### config.mk
export PLATFORM = sky130hd
export DESIGN_NAME = alarm_match_unit
export DESIGN_NICKNAME = d
export VERILOG_FILES = /design/src/rtl/alarm_pkg.sv /design/src/rtl/alarm_cmp.sv /design/src/rtl/irq_route.sv /design/src/rtl/alarm_match_unit.sv
export SDC_FILE = /design/constraint.sdc
export NUM_CORES = 1
export LEC_CHECK = 0
export BUFFER_PORTS_ARGS = -buffer_cell sky130_fd_sc_hd__buf_4
export CORE_MARGIN = 2
export CORE_UTILIZATION = 58
export CTS_BUF_LIST = sky130_fd_sc_hd__clkbuf_8
export CTS_CLUSTER_SIZE = 28
export DETAILED_ROUTE_END_ITERATION = 10
export PLACE_DENSITY = 0.82
export SLEW_MARGIN = 20
export SYNTH_ARGS = -nofsm -noshare
export SYNTH_HDL_FRONTEND = slang
export SYNTH_HIERARCHICAL = 1
export SYNTH_SLANG_ARGS = --single-unit
### constraint.sdc
create_clock -name clk -period 1.9 [get_ports clk]
set_input_delay 0.38 -clock clk [delete_from_list [all_inputs] [get_ports clk]]
set_output_delay 0.38 -clock clk [all_outputs]
set_load 0.02 [all_outputs]
### src/rtl/alarm_pkg.sv
package alarm_pkg;
  localparam int DW = 8;
  localparam int AW = 4;
  localparam int NUM_ALARMS = 2;
  localparam int NUM_WORDS = 7;
  localparam logic [AW-1:0] ADDR_CTRL = 4'd7;
  localparam logic [AW-1:0] ADDR_STAT = 4'd8;
  localparam int MASK_BIT = 7;
  localparam int DAYSEL_BIT = 6;

  // One time field: masked, or equal on the low seven bits.
  function automatic logic field_hit(input logic [DW-1:0] aword, input logic [6:0] live);
    return aword[MASK_BIT] | (aword[6:0] == live);
  endfunction

  // Day word: masked, weekday compare, or day-of-month compare.
  function automatic logic day_hit(input logic [DW-1:0] aword, input logic [2:0] wday,
                                   input logic [5:0] mday);
    if (aword[MASK_BIT]) return 1'b1;
    if (aword[DAYSEL_BIT]) return aword[3:0] == {1'b0, wday};
    return aword[5:0] == mday;
  endfunction
endpackage

### src/rtl/alarm_cmp.sv
module alarm_cmp
  import alarm_pkg::*;
(
  input  logic [DW-1:0] a_sec,
  input  logic [DW-1:0] a_min,
  input  logic [DW-1:0] a_hour,
  input  logic [DW-1:0] a_day,
  input  logic [6:0]    live_sec,
  input  logic [6:0]    live_min,
  input  logic [6:0]    live_hour,
  input  logic [2:0]    live_wday,
  input  logic [5:0]    live_mday,
  output logic          hit
);
  logic sec_ok, min_ok, hour_ok, day_ok;
  assign sec_ok  = field_hit(a_sec, live_sec);
  assign min_ok  = field_hit(a_min, live_min);
  assign hour_ok = field_hit(a_hour, live_hour);
  assign day_ok  = day_hit(a_day, live_wday, live_mday);
  assign hit = sec_ok & min_ok & hour_ok & day_ok;
endmodule

### src/rtl/irq_route.sv
module irq_route (
  input  logic       clk,
  input  logic       rst_n,
  input  logic [1:0] flag,
  input  logic [1:0] ie,
  input  logic       split,
  input  logic       sqw_in,
  output logic       irq_a_n,
  output logic       irq_b_n
);
  logic [1:0] live_irq;
  assign live_irq = flag & ie;
  assign irq_a_n = split ? ~live_irq[0] : ~(|live_irq);
  assign irq_b_n = split ? ~live_irq[1] : sqw_in;

  // an interrupt line only goes low while its flag is held
  a_r11_irq_needs_flag: assert property (@(posedge clk) disable iff (!rst_n)
    (!irq_a_n) |-> (|flag));
endmodule

### src/rtl/alarm_match_unit.sv
module alarm_match_unit
  import alarm_pkg::*;
(
  input  logic          clk,
  input  logic          rst_n,
  input  logic          tick,
  input  logic [6:0]    live_sec,
  input  logic [6:0]    live_min,
  input  logic [6:0]    live_hour,
  input  logic [2:0]    live_wday,
  input  logic [5:0]    live_mday,
  input  logic          wr_en,
  input  logic [AW-1:0] wr_addr,
  input  logic [DW-1:0] wr_data,
  input  logic          sqw_in,
  output logic [1:0]    flags,
  output logic          irq_a_n,
  output logic          irq_b_n
);
  logic [DW-1:0] aword [NUM_WORDS];
  logic [2:0] ctrl;
  logic [NUM_ALARMS-1:0] flag_q, hit, keep, set_ev;
  logic stat_wr;

  genvar g;
  generate
    for (g = 0; g < NUM_ALARMS; g++) begin : g_alarm
      localparam int BASE = (g == 0) ? 0 : 3;
      logic [DW-1:0] sec_word;
      // Alarm 2 has no seconds word: a fixed 00 compare restricts it to minute tops.
      if (g == 0) begin : g_sec
        assign sec_word = aword[0];
      end else begin : g_nosec
        assign sec_word = '0;
      end
      alarm_cmp u_cmp (
        .a_sec(sec_word), .a_min(aword[BASE+1]), .a_hour(aword[BASE+2]),
        .a_day(aword[BASE+3]), .live_sec(live_sec), .live_min(live_min),
        .live_hour(live_hour), .live_wday(live_wday), .live_mday(live_mday),
        .hit(hit[g]));
    end
  endgenerate

  assign stat_wr = wr_en && (wr_addr == ADDR_STAT);
  assign keep    = stat_wr ? wr_data[NUM_ALARMS-1:0] : '1;
  assign set_ev  = hit & {NUM_ALARMS{tick}};

  always_ff @(posedge clk or negedge rst_n) begin
    if (!rst_n) begin
      for (int i = 0; i < NUM_WORDS; i++) aword[i] <= '0;
      ctrl   <= '0;
      flag_q <= '0;
    end else begin
      if (wr_en) begin
        if (wr_addr < AW'(NUM_WORDS)) aword[wr_addr[2:0]] <= wr_data;
        else if (wr_addr == ADDR_CTRL) ctrl <= wr_data[2:0];
      end
      flag_q <= (flag_q & keep) | set_ev;
    end
  end

  assign flags = flag_q;

  irq_route u_route (
    .clk(clk), .rst_n(rst_n), .flag(flag_q), .ie(ctrl[1:0]), .split(ctrl[2]),
    .sqw_in(sqw_in), .irq_a_n(irq_a_n), .irq_b_n(irq_b_n));

  // a flag only drops after a status write with its bit at 0
  a_r7_flag0_sticky: assert property (@(posedge clk) disable iff (!rst_n)
    $fell(flag_q[0]) |-> $past(wr_en && wr_addr == ADDR_STAT && !wr_data[0]));
  a_r7_flag1_sticky: assert property (@(posedge clk) disable iff (!rst_n)
    $fell(flag_q[1]) |-> $past(wr_en && wr_addr == ADDR_STAT && !wr_data[1]));
  // a flag only rises on a second tick
  a_r8_rise_on_tick: assert property (@(posedge clk) disable iff (!rst_n)
    (|(flag_q & ~$past(flag_q))) |-> $past(tick));
  // alarm 2 only rises at second 00
  a_r5_top_of_minute: assert property (@(posedge clk) disable iff (!rst_n)
    $rose(flag_q[1]) |-> $past(live_sec == 7'h00));
endmodule

# --- Word level (Yosys, flattened, before mapping) ---
# Index checks and enable logic that the tools add are counted.
word_totals:
  regBits: 61
  latch_bits: 0
  ram_bits: 0
  romBits: 0
  input_bits: 47
  out_inout_bits: 4
  word_cells: 69
  n_memories: 0
classes:
  n_addsub: 0
  n_mul: 0
  div_mod_pow: 0
  order_cmp: 3
  eq_ne: 11
  shift: 0
  n_mux: 20
  n_bitwise: 20
  reduce_logical: 6
ops:
  columns: ["op", "n"]
  rows:
  - ["bitwise mux 56 bit", 1]
  - ["== test 7 bit", 5]
  - ["demux 8 bit (select 3 bit)", 1]
  - ["2-to-1 mux 1 bit", 16]
  - ["== test 6 bit", 2]
  - ["== test 4 x 3 -> 1 bit", 2]
  - ["2-to-1 mux 8 bit", 1]
  - ["zero test 7 bit", 1]
  - ["AND 1 bit", 6]
  - ["AND 2 bit", 3]
  - ["bitwise OR 1 bit", 5]
  - ["== test 4 x 3 -> 1 bit, second input constant", 1]
  - ["== test 4 bit, second input constant", 1]
  - [">= comparator 4 bit, second input constant", 1]
  - ["less-than comparator 4 x 1 -> 1 bit, second input constant", 1]
  - ["less-than comparator 4 x 3 -> 1 bit, second input constant", 1]
  - ["NOT 1 bit", 4]
  - ["NOT 3 -> 4 bit", 1]
  - ["AND reduction 3 bit", 1]
  - ["logical AND 1 bit", 2]
  - ["2-to-1 mux 2 bit", 1]
  - ["bitwise OR 2 bit", 1]
  - ["AND reduction 2 bit", 1]
  - ["OR reduction 2 bit", 1]

# --- Depth between registers and ports, before layout ---
# Gate-level depths: netlist of the first run.
depth:
  depth_word: 7
  depth_mapped: 5
  ltp_nobuf: 5

# --- Modules after synthesis ---
# The synthesis of the first run kept the hierarchy.
modules_own_cells:
  columns: ["mod", "instances", "cells_each", "area_per_inst_um2", "seq_area_each_um2"]
  rows:
  - ["alarm_match_unit", 1, 143, 2371.0, 1526.5]
  - ["alarm_cmp", 2, 42, 351.6, 0.0]
  - ["irq_route", 1, 4, 22.5, 0.0]

# --- Least setup slack after synthesis of the first run ---
# Ideal clock, no wire load.
synth_timing:
  path_type: "input to register"
  startpoint: "input wr_addr[0]"
  endpoint: "register aword[32] in the netlist's numbering"
  setup_ns: 0.125
  arrival_ns: 1.360
  t_required_ns: 1.775
  path_slack_ns: 0.414
  cell_stages: 3
  path_buffers: 1
  cell_sequence: "or4_1 -> buf_4 -> mux2_4"
synth_between:
  elab_chain_len: 6
  word_cells_on_any_way: 9
  classes_between: "order compare (3); mux (3); bitwise (1); reduce/logical (2)"
synth_lines:
  columns: ["item", "line", "text"]
  rows:
  - ["start, declared", "alarm_match_unit.sv:13", "input logic [AW-1:0] wr_addr,"]
  - ["NOT 3 -> 4 bit (implied by the code)", "alarm_match_unit.sv:55", "if (wr_addr < AW'(NUM_WORDS)) aword[wr_addr[2:0]] <= wr_data;"]
  - [">= comparator 4 bit (implied by the code) / less-than comparator 4 x 1 -> 1 bit (equally long branches)", "alarm_match_unit.sv:55", null]
  - ["logical AND 1 bit (implied by the code)", "alarm_match_unit.sv:55", null]
  - ["2-to-1 mux 8 bit (implied by the code)", "alarm_match_unit.sv:55", null]
  - ["demux 8 bit (select 3 bit)", "alarm_match_unit.sv:55", null]
  - ["bitwise mux 56 bit", "alarm_match_unit.sv:55", null]
  - ["end signal, assigned by index", "alarm_match_unit.sv:55", null]
  - ["end, declared", "alarm_match_unit.sv:20", "logic [DW-1:0] aword [NUM_WORDS];"]
# Several ways; a longest one is shown, not always the timed one.
# A chain may end at the register's enable or synchronous reset.

# --- Worst setup path after layout of the first run ---
layout_timing:
  startpoint: "register aword, in the netlist g_alarm[0].sec_word[0]"
  endpoint: "register flag_q[0], in the netlist flags[0]"
layout_between:
  elab_chain_len: 7
layout_lines:
  columns: ["item", "line", "text"]
  rows:
  - ["== test 7 bit", "alarm_pkg.sv:13", "return aword[MASK_BIT] | (aword[6:0] == live);"]
  - ["bitwise OR 1 bit", "alarm_pkg.sv:13", null]
  - ["AND 1 bit (3 in series)", "alarm_cmp.sv:20", "assign hit = sec_ok & min_ok & hour_ok & day_ok;"]
  - ["named net hit[0]", "alarm_match_unit.sv:22", "logic [NUM_ALARMS-1:0] flag_q, hit, keep, set_ev;"]
  - ["AND 2 bit", "alarm_match_unit.sv:46", "assign set_ev = hit & {NUM_ALARMS{tick}};"]
  - ["bitwise OR 2 bit", "alarm_match_unit.sv:58", "flag_q <= (flag_q & keep) | set_ev;"]
  - ["end signal, assigned", "alarm_match_unit.sv:58", null]
  - ["end, declared", "alarm_match_unit.sv:22", null]
# The timed path passes the listed nets, and every way through them passes these cells.

==> results of run 1 <==
## through the flow
step | hold slack, ns | total power [mW] | cell area (um2) | std cells
2_1_floorplan | 0.0844 | 2.45 | 3120 | 238
3_3_place_gp | 0.334 | 2.75 | 3610 | 359
3_5_place_dp | 0.332 | 2.81 | 3610 | 359
4_1_cts | 0.275 | 3.78 | 3780 | 375
5_1_grt | 0.273 | 3.95 | 3780 | 375
6_report | 0.288 | 3.74 | 3780 | 375
## report_power, final
group          total [mW]  internal, mW  switching (mW)
registers            1.85          1.61           0.241
logic               0.935         0.547           0.389
clock network       0.952         0.482           0.470
## cells in the final DEF, fill, tap and decap left out, types with 3 or more instances in the layout
| cell type | instances |
|---|---|
| nand2b_1 | 3 |
| conb_1 | 8 |
| mux2_4 | 8 |
| mux2_2 | 40 |
| nor2_1 | 3 |
| mux2_1 | 11 |
| nand3b_1 | 4 |
| a41oi_1 | 6 |
| nor4_1 | 10 |
| clkbuf_8 | 10 |
| xor2_1 | 42 |
| xnor2_1 | 18 |
| buf_4 | 53 |
| dfrtp_1 | 61 |
| nand2_1 | 3 |
| inv_1 | 3 |
## worst min path at each step
stage,cells past startpoint,to,slack [ns],start
6_report,2,flags[0]$_DFF_PN0_,0.29,tick
5_1_grt,2,flags[1]$_DFF_PN0_,0.27,tick
4_1_cts,2,flags[0]$_DFF_PN0_,0.27,tick
3_5_place_dp,1,g_alarm[0].sec_word[3]$_DFFE_PN0P_,0.33,rst_n
3_3_place_gp,1,g_alarm[0].sec_word[3]$_DFFE_PN0P_,0.33,rst_n
2_1_floorplan,0,aword[0]$_DFFE_PN0P_,0.08,rst_n
## kinds of logic after synthesis
logic type      synth area share [%]
mux                             22.4
xor+xnor                        17.0
compound gates                  3.23
simple gates                    7.39
buf+inv                        0.566
flops                           49.3
other cells                    0.121
## critical path: stages, from the launching register on
cell,delay (ns)
dfrtp_1,0.39
xor2_1,0.14
nor4_1,0.31
a41oi_1,0.20
nor4_1,0.31
a22o_1,0.18
## registers in the layout (all words and copies together) (netlist names)
register,count
ctrl,3
g_alarm.sec_word,8
aword,48
flags,2
## area by class of cell
type                       count  area, um2
clock buffer                  10        138
clock inverter                 5       21.3
fill                         382       1360
multi-input combinational    174       1580
sequential                    61       1530
tap                           70       87.6
timing repair buffer          55        428
## per-layer routing
layer,vias up,part of all wire [%],track usage (%)
li1,956,-,-
met1,1045,42,30.6
met2,59,51,42.4
met3,17,4.6,7.06
met4,0,2.4,11.6
met5,-,0,0
==> results.json, run 1 <==
{
  "grt_pass1_wl_mm": 11.3,
  "grt_util_all_layers_pct": 25.4,
  "die_area_um2": 5940,
  "vias": 2077,
  "timing.final.crit_share_pct": 83.6,
  "post-route-drc-count": 0,
  "ys.flop_type": "dfrtp_1",
  "fin_util_pct": 73.5,
  "syn_avg_cell_area_um2": 13.4,
  "syn_inst": 231,
  "critPathLaunch": "g_alarm[0].sec_word[0]$_DFFE_PN0P_",
  "synth_area_leaders": "dfrtp_1 49%, mux2_2 15%, xor2_1 12%",
  "r2r_cells": 5,
  "drt_iter0_drc": 73,
  "clk_latency_ns": 0.33,
  "period_minus_slack_ns": 1.59,
  "yosys.cell_types.count": 28,
  "layout_setup_ws_ns": 0.312,
  "antenna_found_initial": 0,
  "regToRegSetupSlack_ns": 0.31,
  "grt_pass1_vias": 2262,
  "portBuffers": 50,
  "core_area_um2": 5140,
  "max_freq_mhz": 630,
  "async_reset_ff_share_pct": 100,
  "overflow": 0,
  "powerDensity_nw_per_um2": 990,
  "clkTransAtPathRegs_ns": 0.06,
  "floorplan.initialDensity_pct": 60.2,
  "pre_cts_slack_ns": 0.102,
  "wire_per_inst_um": 18.0,
  "r2r_end": "flags[0]$_DFF_PN0_",
  "fin_worst_skew_ns": 0.00701,
  "cts.sinks": 61,
  "synth_common_cells": "61 x dfrtp_1, 42 x xor2_1, 40 x mux2_2",
  "dieHeight_um": 77.1,
  "critPathLaunchType": "flip-flop",
  "ctsHtreeMaxLevel": 3,
  "finalHoldViolations": 0,
  "cts_buffers": 9,
  "cp.required_ns": 2.17,
  "die-width_um": 77.1,
  "yosysMostFrequentCell": "dfrtp_1",
  "ys_seq_elements": 61,
  "io_pins": 51,
  "critPathMaxFanout": 2,
  "min_path_type": "input pin to flip-flop",
  "arrival_ns": 1.86,
  "wl_mm": 6.75,
  "layout-drive-gt1-share_pct": 39.0,
  "crit_end": "flags[0]$_DFF_PN0_",
  "ant_nets": 0,
  "grt_max_degree": 34,
  "ys_seq_area_share_pct": 49.3,
  "gp_congestion": 0.785,
  "rsz0062_at_grt": "false",
  "setup_viol_count_final": 0,
  "p_leak_nw": 1.73,
  "synth_top_cell_by_area": "dfrtp_1",
  "cts_setup_buffers": 0,
  "nNetsFinal": 348,
  "cts_tree": "yes",
  "reg2reg_from": "g_alarm[0].sec_word[0]$_DFFE_PN0P_",
  "cap_viol_max_count": 0,
  "synth_top_area_share_pct": 49.3,
  "clockRootBuffer": "clkbuf_8",
  "slew_violations": 0,
  "synth_edf_count": 0,
  "endpoint_kind": "flip-flop",
  "hold_buffers": 1,
  "netlist_area_um2": 3100,
  "status": "finished, final reports clean",
  "critical_path_class": "flip-flop to flip-flop",
  "ir_drop_v": 0.000603,
  "yosysWarnings": 6,
  "firstDrtPassIters": 4,
  "setup_tns_ns": 0,
  "rows": 26,
  "dp_hpwl_mm": 4.81,
  "antenna_cells": 0,
  "area_growth_pct": 22.1,
  "vias_per_cell": 5.54,
  "clock_path_buffers": 2,
  "cts_resized": 0
}
No activity file was read; power rests on OpenSTA's default activity.
==> run 2: changes to the inputs <==
- clock period: 1.9 -> 1.5 ns (I/O delays scaled with it)
==> results.json, run 2 (synthesized netlist as in run 1, its figures left out) <==
{
  "status": "finished, violations left",
  "violations": "negative setup slack",
  "largest_register_ffs": 48,
  "placed_cell_area_um2": 3700,
  "rows": 26,
  "reg2reg_from": "aword[19]$_DFFE_PN0P_",
  "gp_congestion": 0.823,
  "dieHeight_um": 77.1,
  "critPathLaunchType": "flip-flop",
  "cts_buffers": 9,
  "p_leak_nw": 1.79,
  "grt_util_all_layers_pct": 24.8,
  "cap_viol_max_count": 0,
  "antenna_cells": 0,
  "dp.cells": 369,
  "critPathLaunch": "aword[19]$_DFFE_PN0P_",
  "fin_util_pct": 77.2,
  "vias_per_cell": 5.41,
  "io_pins": 51,
  "cp.required_ns": 1.79,
  "holdWs_ns": 0.225,
  "clock_path_buffers": 2,
  "floorplan.initialDensity_pct": 60.2,
  "core_area_um2": 5140,
  "post-route-drc-count": 0,
  "r2r_end": "flags[1]$_DFF_PN0_",
  "clk_latency_ns": 0.35,
  "regMostFlops": "aword",
  "layout-drive-gt1-share_pct": 43.8,
  "min_from": "tick",
  "clkTransAtPathRegs_ns": 0.07,
  "wire_per_inst_um": 17.4,
  "cts_tree": "yes",
  "regToRegSetupSlack_ns": -0.14,
  "clockRootBuffer": "clkbuf_8",
  "firstDrtPassIters": 4,
  "critPathMaxFanout": 2,
  "endpoint_kind": "flip-flop",
  "r2r_cells": 5,
  "layout_setup_ws_ns": -0.140,
  "powerDensity_nw_per_um2": 1310,
  "vias": 2095,
  "critical_path_class": "flip-flop to flip-flop",
  "pre_cts_slack_ns": -0.222,
  "layout_commonest_cell": "buf_4",
  "die_area_um2": 5940,
  "dp_hpwl_mm": 4.77,
  "ctsHtreeMaxLevel": 3,
  "ir_drop_v": 0.000959,
  "final_cell_mix": "63 x buf_4, 61 x dfrtp_1, 42 x xor2_1",
  "max_freq_mhz": 610,
  "overflow": 0,
  "grt_pass1_vias": 2206,
  "timing.final.crit_share_pct": 109,
  "drt_iter0_drc": 51,
  "setup_viol_count_final": 2,
  "crit_end": "flags[1]$_DFF_PN0_",
  "portBuffers": 50,
  "area_growth_pct": 28.2,
  "setup_tns_ns": -0.208,
  "arrival_ns": 1.93,
  "grt_max_degree": 34,
  "cts.sinks": 61,
  "rsz0062_at_grt": "true",
  "layout.cells.non_filler": 387,
  "fin_worst_skew_ns": 0.00626,
  "finalHoldViolations": 0,
  "final_cell_area_um2": 3970,
  "nNetsFinal": 359,
  "wl_mm": 6.72,
  "min_path_type": "input pin to flip-flop",
  "die-width_um": 77.1,
  "slew_violations": 0,
  "ant_nets": 0,
  "period_minus_slack_ns": 1.64,
  "grt_pass1_wl_mm": 11.0,
  "antenna_found_initial": 0,
  "totalPowerFinal_mw": 5.19
}
[run 2: how the worst min path moves through the flow]
stage	endpoint	slack, ns	cells past startpoint
floorplan	aword[0]$_DFFE_PN0P_	0.004	0
finish	flags[1]$_DFF_PN0_	0.23	2
CTS	flags[0]$_DFF_PN0_	0.21	2
global placement	g_alarm[0].sec_word[0]$_DFFE_PN0P_	0.28	1
global route	flags[1]$_DFF_PN0_	0.22	2
detailed placement	g_alarm[0].sec_word[5]$_DFFE_PN0P_	0.28	1
[run 2: metal layers]
layer  wire length (um)  global-route usage (%)  share of wire (%)  vias to the layer above
met5                  0                       0                  0                        -
met4                206                    13.6                3.1                        0
met3                294                    5.06                4.4                       18
met2               3480                    41.1                 52                       51
met1               2740                    30.5                 41                     1043
li1                   -                       -                  -                      983
[run 2: worst max-delay path: stages, from the launching register on]
cell	delay, ns
dfrtp_1	0.39
xor2_1	0.15
nor4_2	0.37
a41oi_1	0.17
nor4_1	0.31
a22o_1	0.19
[run 2: repair_timing]
action / 4_1_cts / 5_1_grt
hold buffers: 1 / 0
endpoints found under the setup margin: 2 / 3
hold endpoints to repair: 32 / 0
pin swaps: 3 / 3
buffers inserted: 0 / 1
resized for setup: 1 / 5
[run 2: layout make-up]
class / count / area, um2
clock buffers: 9 / 124
flip-flops and latches: 61 / 1530
fillers: 349 / 1170
well taps: 70 / 87.6
multi-input cells: 174 / 1620
repair buffers: 66 / 523
clock inverters: 7 / 91.3
[run 2: where the power goes]
| group | internal (mW) | switching, mW | total [mW] | leakage, nW |
|---|---|---|---|---|
| registers | 2.04 | 0.313 | 2.35 | 0.750 |
| clock network | 0.925 | 0.658 | 1.58 | 0.103 |
| logic | 0.733 | 0.519 | 1.25 | 0.942 |
==> run 3: changes to the inputs <==
- PLACE_DENSITY: 0.82 -> 0.9
==> results.json, run 3 (synthesized netlist as in run 1, its figures left out) <==
{
  "die-width_um": 77.1,
  "layout_setup_ws_ns": -0.101,
  "arrival_ns": 1.87,
  "setup_viol_count_final": 2,
  "fin_util_pct": 77.9,
  "drt_iter0_drc": 118,
  "portBuffers": 50,
  "cts_buffers": 9,
  "clkPwrFrac_pct": 32.2,
  "wire_per_inst_um": 18.9,
  "max_freq_mhz": 625,
  "overflow": 0,
  "cts.sinks": 61,
  "layout-drive-gt1-share_pct": 44.1,
  "violations": "negative setup slack",
  "p_int_mw": 3.94,
  "rsz0062_at_grt": "true",
  "rows": 26,
  "p_leak_nw": 1.84,
  "cap_viol_max_count": 0,
  "r2r_cells": 5,
  "powerDensity_nw_per_um2": 1360,
  "vias": 2198,
  "combPwrFrac_pct": 24.2,
  "nNetsFinal": 362,
  "wl_mm": 7.39,
  "period_minus_slack_ns": 1.60,
  "cts_tree": "yes",
  "critical_path_class": "flip-flop to flip-flop",
  "clkTransAtPathRegs_ns": 0.07,
  "die_area_um2": 5940,
  "clock_path_buffers": 2,
  "pwr-share-seq_pct": 43.6,
  "power.switching_mw": 1.51,
  "area_growth_pct": 29.4,
  "core_area_um2": 5140,
  "cp.required_ns": 1.77,
  "final_cell_mix": "66 x buf_4, 61 x dfrtp_1, 42 x xor2_1",
  "pre_cts_slack_ns": -0.175,
  "ctsHtreeMaxLevel": 3,
  "critPathLaunchType": "flip-flop",
  "dieHeight_um": 77.1,
  "antenna_cells": 0,
  "ir_drop_v": 0.000874,
  "ant_nets": 0,
  "regMostFlops": "aword",
  "finalHoldViolations": 0,
  "grt_util_all_layers_pct": 27.0,
  "floorplan.initialDensity_pct": 60.2,
  "endpoint_kind": "flip-flop",
  "status": "finished, violations left",
  "vias_per_cell": 5.64,
  "fin_worst_skew_ns": 0.0104,
  "antenna_found_initial": 0,
  "io_pins": 51,
  "min_path_type": "input pin to flip-flop",
  "dp_hpwl_mm": 4.99,
  "swShare_pct": 27.7,
  "grt_max_degree": 37,
  "layout_commonest_cell": "buf_4",
  "timing.final.crit_share_pct": 107,
  "firstDrtPassIters": 4,
  "largest_register_ffs": 48,
  "clk_latency_ns": 0.34,
  "grt_pass1_wl_mm": 12.1,
  "clockRootBuffer": "clkbuf_8",
  "hold_depth": 2,
  "grt_pass1_vias": 2401,
  "gp_congestion": 0.826,
  "slew_violations": 0,
  "post-route-drc-count": 0,
  "critPathMaxFanout": 2
}
[run 3: changes by cell type in the layout (fill, tap and decap cells not counted)]
| cell | previous run | this run |
|---|---|---|
| a41oi_1 | 5 | 4 |
| a41oi_2 | 1 | 2 |
| buf_12 | 2 | 1 |
| buf_4 | 63 | 66 |
| buf_6 | 0 | 1 |
| bufinv_16 | 2 | 3 |
| clkbuf_8 | 9 | 10 |
| clkinvlp_4 | 3 | 0 |
| inv_1 | 1 | 2 |
| nand2_1 | 3 | 2 |
| nand2_2 | 0 | 1 |
| nor4_1 | 6 | 8 |
| nor4_2 | 6 | 4 |
[run 3: final cells by class]
cell class,instances,area (um2)
tap,70,87.6
clock buffer,10,138
clock inverter,6,103
multi-input combinational,174,1620
sequential,61,1530
timing repair buffer,69,537
fill,335,1130
[run 3: path summary, 6_finish.rpt]
| check | start | endpoint | slack, ns |
|---|---|---|---|
| setup / recovery | aword[33]$_DFFE_PN0P_ | flags[0]$_DFF_PN0_ | -0.10 |
| hold reg to reg | aword[23]$_DFFE_PN0P_ | aword[23]$_DFFE_PN0P_ | 0.50 |
| hold / removal | tick | flags[1]$_DFF_PN0_ | 0.21 |
| setup reg to reg | aword[33]$_DFFE_PN0P_ | flags[0]$_DFF_PN0_ | -0.10 |
| min in group asynchronous | rst_n | aword[42]$_DFFE_PN0P_ | 0.43 |
| max in group asynchronous | rst_n | aword[32]$_DFFE_PN0P_ | 0.56 |
[run 3: power groups by stage]
stage / clock network (mW) / registers (mW) / logic, mW
finish: 1.75 / 2.38 / 1.32
global route: 1.86 / 2.43 / 1.41
CTS: 1.78 / 2.37 / 1.28
detailed placement: 0 / 2.38 / 1.20
global placement: 0 / 2.36 / 1.15
floorplan: 0 / 2.32 / 0.777
[run 3: metal layers]
layer	global-route usage, %	wire length (um)	vias to the layer above
li1	-	-	993
met1	32.8	2820	1108
met2	46.3	3910	78
met3	7.65	460	19
met4	9.29	201	0
met5	0	0	-
[run 3: stage by stage]
stage | cells | hold WS, ns | cell area [um2] | power (mW) | TNS, ns
floorplan | 238 | 0.00441 | 3120 | 3.10 | 0
global placement | 370 | 0.228 | 3690 | 3.51 | -1.26
detailed placement | 370 | 0.230 | 3690 | 3.58 | -1.91
CTS | 389 | 0.198 | 3990 | 5.42 | -0.139
global route | 390 | 0.195 | 4010 | 5.71 | -0.331
finish | 390 | 0.208 | 4010 | 5.45 | -0.155
[run 3: critical path, cell delays in order, from the launching register on]
cell	delay [ns]
dfrtp_1	0.39
xor2_1	0.15
nor4_2	0.34
a41oi_2	0.19
nor4_2	0.28
a22o_1	0.19
[run 3: timing repair]
item	4_1_cts	5_1_grt
setup buffers	2	1
endpoints found under the setup margin	3	3
gates resized for setup	4	3
pin swaps	5	0
hold buffers	1	0
hold endpoints to repair	25	0
